==> src/rtl/pl_frame_codec.sv <==
module pl_frame_codec #(
  parameter int FRAME_W = 40
) (
  input  logic        clk,
  input  logic        rst_n,
  input  logic        tx_send,
  input  logic [7:0]  tx_node,
  input  logic        tx_dir,
  input  logic        tx_err,
  input  logic [3:0]  tx_ctrl,
  input  logic [4:0]  tx_tlm,
  input  logic [11:0] tx_temp,
  output logic        tx_busy,
  output logic        tx_bit,
  output logic        tx_bit_valid,
  input  logic        tx_bit_ready,
  input  logic        rx_bit,
  input  logic        rx_bit_valid,
  output logic [7:0]  rx_node,
  output logic        rx_dir,
  output logic        rx_err,
  output logic [3:0]  rx_ctrl,
  output logic [4:0]  rx_tlm,
  output logic [11:0] rx_temp,
  output logic        rx_ok,
  output logic        rx_bad,
  output logic        rx_resend
);
  localparam int CW    = $clog2(FRAME_W + 1);
  localparam int BODY  = 31;
  localparam int SUM_W = 6;
  localparam int LAST  = FRAME_W - 1;

  function automatic logic [SUM_W-1:0] ones(input logic [BODY-1:0] v);
    logic [SUM_W-1:0] n;
    n = '0;
    for (int i = 0; i < BODY; i++) n = n + SUM_W'(v[i]);
    return n;
  endfunction

  logic [BODY-1:0]    tx_body;
  logic [FRAME_W-1:0] tx_frame, tx_sr;
  logic [CW-1:0]      tx_left;

  assign tx_body  = {tx_temp, tx_tlm, tx_ctrl, tx_err, tx_node, tx_dir};
  assign tx_frame = {1'b0, ones(tx_body), tx_body, 2'b11};

  always_ff @(posedge clk) begin
    if (!rst_n) begin
      tx_sr   <= '0;
      tx_left <= '0;
      tx_busy <= 1'b0;
    end else if (!tx_busy) begin
      if (tx_send) begin
        tx_sr   <= tx_frame;
        tx_left <= CW'(FRAME_W);
        tx_busy <= 1'b1;
      end
    end else if (tx_bit_ready) begin
      tx_sr   <= {1'b0, tx_sr[FRAME_W-1:1]};
      tx_left <= tx_left - 1'b1;
      if (tx_left == CW'(1)) tx_busy <= 1'b0;
    end
  end

  assign tx_bit       = tx_sr[0];
  assign tx_bit_valid = tx_busy;

  logic [LAST-1:2] rx_buf;
  logic [CW-1:0]   rx_cnt;
  logic            rx_prev;
  logic            rx_sum_ok;

  assign rx_sum_ok = ones(rx_buf[32:2]) == rx_buf[LAST-1:33];

  always_ff @(posedge clk) begin
    if (!rst_n) begin
      rx_buf    <= '0;
      rx_cnt    <= '0;
      rx_prev   <= 1'b0;
      rx_ok     <= 1'b0;
      rx_bad    <= 1'b0;
      rx_resend <= 1'b0;
      {rx_temp, rx_tlm, rx_ctrl, rx_err, rx_node, rx_dir} <= '0;
    end else begin
      rx_ok  <= 1'b0;
      rx_bad <= 1'b0;
      if (rx_bit_valid) begin
        if (rx_cnt == '0) begin
          if (rx_prev && rx_bit) begin
            rx_cnt  <= CW'(2);
            rx_prev <= 1'b0;
          end else begin
            rx_prev <= rx_bit;
          end
        end else if (rx_cnt == CW'(LAST)) begin
          rx_cnt <= '0;
          if (rx_bit) begin
            rx_bad <= 1'b1;
          end else if (!rx_sum_ok) begin
            rx_bad    <= 1'b1;
            rx_resend <= 1'b1;
          end else begin
            {rx_temp, rx_tlm, rx_ctrl, rx_err, rx_node, rx_dir} <= rx_buf[32:2];
            rx_ok     <= 1'b1;
            rx_resend <= 1'b0;
          end
        end else begin
          rx_buf[rx_cnt] <= rx_bit;
          rx_cnt         <= rx_cnt + 1'b1;
        end
      end
    end
  end
endmodule

==> config.mk <==
export PLATFORM = sky130hd
export DESIGN_NAME = pl_frame_codec
export DESIGN_NICKNAME = d
export VERILOG_FILES = /design/src/rtl/pl_frame_codec.sv
export SDC_FILE = /design/constraint.sdc
export NUM_CORES = 1
export LEC_CHECK = 0
export BUFFER_PORTS_ARGS = -buffer_cell sky130_fd_sc_hd__buf_2
export CAP_MARGIN = 10
export CORE_ASPECT_RATIO = 1.2
export CORE_MARGIN = 2
export CORE_UTILIZATION = 59
export CTS_CLUSTER_DIAMETER = 80
export DETAILED_ROUTE_END_ITERATION = 16
export GPL_TIMING_DRIVEN = 0
export PLACE_DENSITY = 0.79
export SETUP_SLACK_MARGIN = 0.5
export SLEW_MARGIN = 20
export SYNTH_ARGS = -nofsm -noshare
export SYNTH_HDL_FRONTEND = slang
export SYNTH_SLANG_ARGS = --single-unit
==> constraint.sdc <==
create_clock -name clk -period 6.25 [get_ports clk]
set_clock_uncertainty 0.1 [all_clocks]
set_input_delay 0.625 -clock clk [delete_from_list [all_inputs] [get_ports clk]]
set_output_delay 0.625 -clock clk [all_outputs]
set_load 0.02 [all_outputs]
==> reports/summary.txt <==
Met1 wire length = 6.75 mm
Largest stage delay, worst path = 550 ps
Critical-path top delay cell = fa_1
Worst path top cell family by delay = adder cells
Total gr overflow = 0
Diode count = 0
Cell mode on critical path = fa_1
Number of synthesized register bits = 124
Syn Inst Count = 793
Routability cong. = 0.936
# DRC = 0
Max_slew headroom = 0.286
Worst-path maximum fanout = 7
Reg-to-reg critical path startpoint = rx_buf[9]$_SDFFE_PN0P_
First-pass GRT wire length = 29.8 mm
CTS tree = built
Fill count = 901
Post-Syn Nets = 893
Rows = 43
Leading area contributor after synthesis = dfxtp_1
Chip width = 102 um
Core ar. = 11400 um2
Area occupied by registers = 2490 um2
Worst path required time = 6430 ps
Worst-skew pair later-pin latency = 420 ps
Die H = 122 um
Core Util, Final = 0.713
Tightest Hold Check Type = flip-flop to flip-flop
CTS Buffer Depth = 2
Worst-path clk slew = 60 ps
Largest net degree at the start of global routing = 17
Fin. Hold Viols = 0
CP cell instances = inv_1, fa_1, inv_1, fa_1, fa_1, fa_1, fa_1, inv_1, fa_1, fa_2, nor2b_4, o211ai_4, and3_4, or4_4, buf_8, buf_6, nand4_1, a21oi_1
Starting Density = 0.598
Max_cap viols = 0
Synthesis-to-finish area growth = 19.1%
Static leakage = 0.00327 uW
Sequential share of the synthesized area = 0.364
Routed wire length = 18.7 mm
Number of port buffers = 72
Setup crit end kind = flip-flop
Status = finished, final reports clean
Pre-antenna DRT Iters = 8
Met3 WL = 1.29 mm
Hold Crit Start = tx_sr[38]$_SDFFE_PN0P_
Synth Area per Inst = 8.61 um2
Final-stage net count = 992
Top cell type's share of synthesized area = 0.364
FFs w/ async S/R, synth = 0
Most used DFF post-synth = dfxtp_1
Clock sink total = 124
Final ANT Viol Nets = 0
Crit path buf inv count = 5
Initial DRC count = 562
Setup TNS Final = 0 ps
Top Layer Used = met4
# H-tree levels = 4
Period utilization = 0.903
Detailed Place HPWL = 13.9 mm
Number of global-route vias before repair = 6362
Max VDD drop = 0.000329 V
Cell Pwr Density = 317 nW/um2
Actual slew at the worst max-slew pin = 1060 ps
Netlist cell types = 50
Mapped cell area = 6830 um2
Crit path kind = flip-flop to flip-flop
Initial antenna violation count = 0
Avg WL per Cell = 17.6 um
Via-per-instance ratio = 5.85
Crit path DAT = 5820 ps
Multi-input gate area = 3900 um2
Setup violators final = 0
RSZ-0062 raised after global routing = yes
Layout cells sized above 1 = 0.168
Post-synth EDFFs = 0
FMAX = 0.177 GHz
Via Count = 6208
Startpoint Class = flip-flop
Full die area = 12400 um2
Pins Over Slew Limit = 0
Met2 routed WL = 9.46 mm
Worst setup startpoint = rx_buf[9]$_SDFFE_PN0P_
Number of I/O pins = 74
Total CTS buffers = 17
Clock root buffer = clkbuf_16
Yosys Warn Count = 0
Global Route Usage Sum = 0.314
Fin crit period = 5640 ps
Synth area leaders = dfxtp_1 (36%), fa_1 (13%), mux2i_1 (5.4%)
Yosys cell counts (4+ instances only):
| library cell | number |
|---|---|
| dfxtp_1 | 124 |
| nand3_1 | 16 |
| o211ai_1 | 18 |
| ha_1 | 18 |
| nor2b_1 | 4 |
| nand2b_1 | 5 |
| buf_2 | 4 |
| nor3_1 | 13 |
| nor2_1 | 91 |
| nand2_1 | 67 |
| a211oi_1 | 18 |
| fa_1 | 45 |
| a21oi_1 | 68 |
| clkbuf_1 | 42 |
| mux2i_1 | 37 |
| nand4_1 | 33 |
| o21ai_0 | 63 |
| nor3b_1 | 4 |
| inv_1 | 71 |
| xor2_1 | 6 |
report_power, final:
group          internal (uW)  switching [uW]  total [uW]
Clock                    610             378         989
Sequential               832            24.4         856
Combinational            330             402         732
Total                   1770             805        2580
registers in the layout, indices dropped and copies added (netlist names), 4 cells and up:
| name | cells |
|---|---|
| rx_node | 8 |
| rx_ctrl | 4 |
| tx_left | 6 |
| rx_temp | 12 |
| rx_buf | 37 |
| rx_cnt | 6 |
| rx_tlm | 5 |
| tx_sr | 39 |
layer usage:
| layer | global-route usage | vias up |
|---|---|---|
| met1 | 0.325 | 2930 |
| met4 | 0.207 | 0 |
| li1 | - | 2902 |
| met5 | 0 | - |
| met3 | 0.0797 | 88 |
| met2 | 0.554 | 288 |
tightest hold or removal path: stages, from the launching register on:
cell and delay, ps:
dfxtp_1 310, nand2_1 50, a21oi_1 50
area by class of cell:
| class | instances | share of cell area |
|---|---|---|
| plain buffers | 54 | 0.0323 |
| clock buffers | 20 | 0.0562 |
| clock inverters | 12 | 0.0171 |
| inverters | 71 | 0.0328 |
| multi-input cells | 544 | 0.480 |
| flip-flops and latches | 124 | 0.306 |
| well taps | 157 | 0.0242 |
| repair buffers | 80 | 0.0514 |
path summary, 6_finish.rpt:
check             slack, ps                endpoint  depth (start not counted)
hold reg to reg         360  tx_sr[38]$_SDFFE_PN0P_                          2
setup reg to reg        610  rx_tlm[3]$_SDFFE_PN0P_                         18
setup / recovery        610  rx_tlm[3]$_SDFFE_PN0P_                         18
hold / removal          360  tx_sr[38]$_SDFFE_PN0P_                          2
what timing repair did:
action                                 4_1_cts  5_1_grt
gates resized for setup                      5       59
endpoints found under the hold margin        0        0
gates cloned                                 0        1
pin swaps                                    2        7
hold buffers                                 0        0
buffers inserted                             5        2
setup endpoints to repair                   32       34
through the flow:
step / total power [uW] / cell area, um2 / instances / hold WS (ps) / worst slack [ps]
final: 2580 / 8130 / 1062 / 359 / 608
after global routing: 2720 / 8130 / 1062 / 384 / 444
after CTS: 2570 / 8050 / 1059 / 360 / 501
after detailed placement: 1590 / 7380 / 1022 / 351 / 157
after global placement: 1560 / 7380 / 1022 / 346 / 256
after floorplan: 1420 / 6830 / 793 / 332 / 846
cells by family after synthesis:
family | Yosys count | share of synthesized area
AO/OA/AOI/OAI | 183 | 0.157
flip-flops | 124 | 0.364
buffers and inverters | 125 | 0.0739
multiplexers | 37 | 0.0543
adder cells (fa/ha/maj) | 63 | 0.165
AND/OR/NAND/NOR | 252 | 0.174
XOR/XNOR | 9 | 0.0115
layout by cell type (no fill, tap or decap), drive strengths merged, types with 3 or more instances in the layout:
cell	n
a31oi	3
a21oi	69
clkbuf	60
nor2b	5
a211oi	18
o211ai	19
mux2i	37
clkinvlp	4
xnor2	3
nor2	91
and3	3
fa	45
nand3b	3
nor3b	4
nand2	67
ha	18
or4	3
o21ai	64
buf	94
nand2b	5
xor2	6
nand3	16
nor4	3
nand4	33
clkinv	4
inv	73
dfxtp	124
nor3	13
No activity file was read; power rests on OpenSTA's default activity.
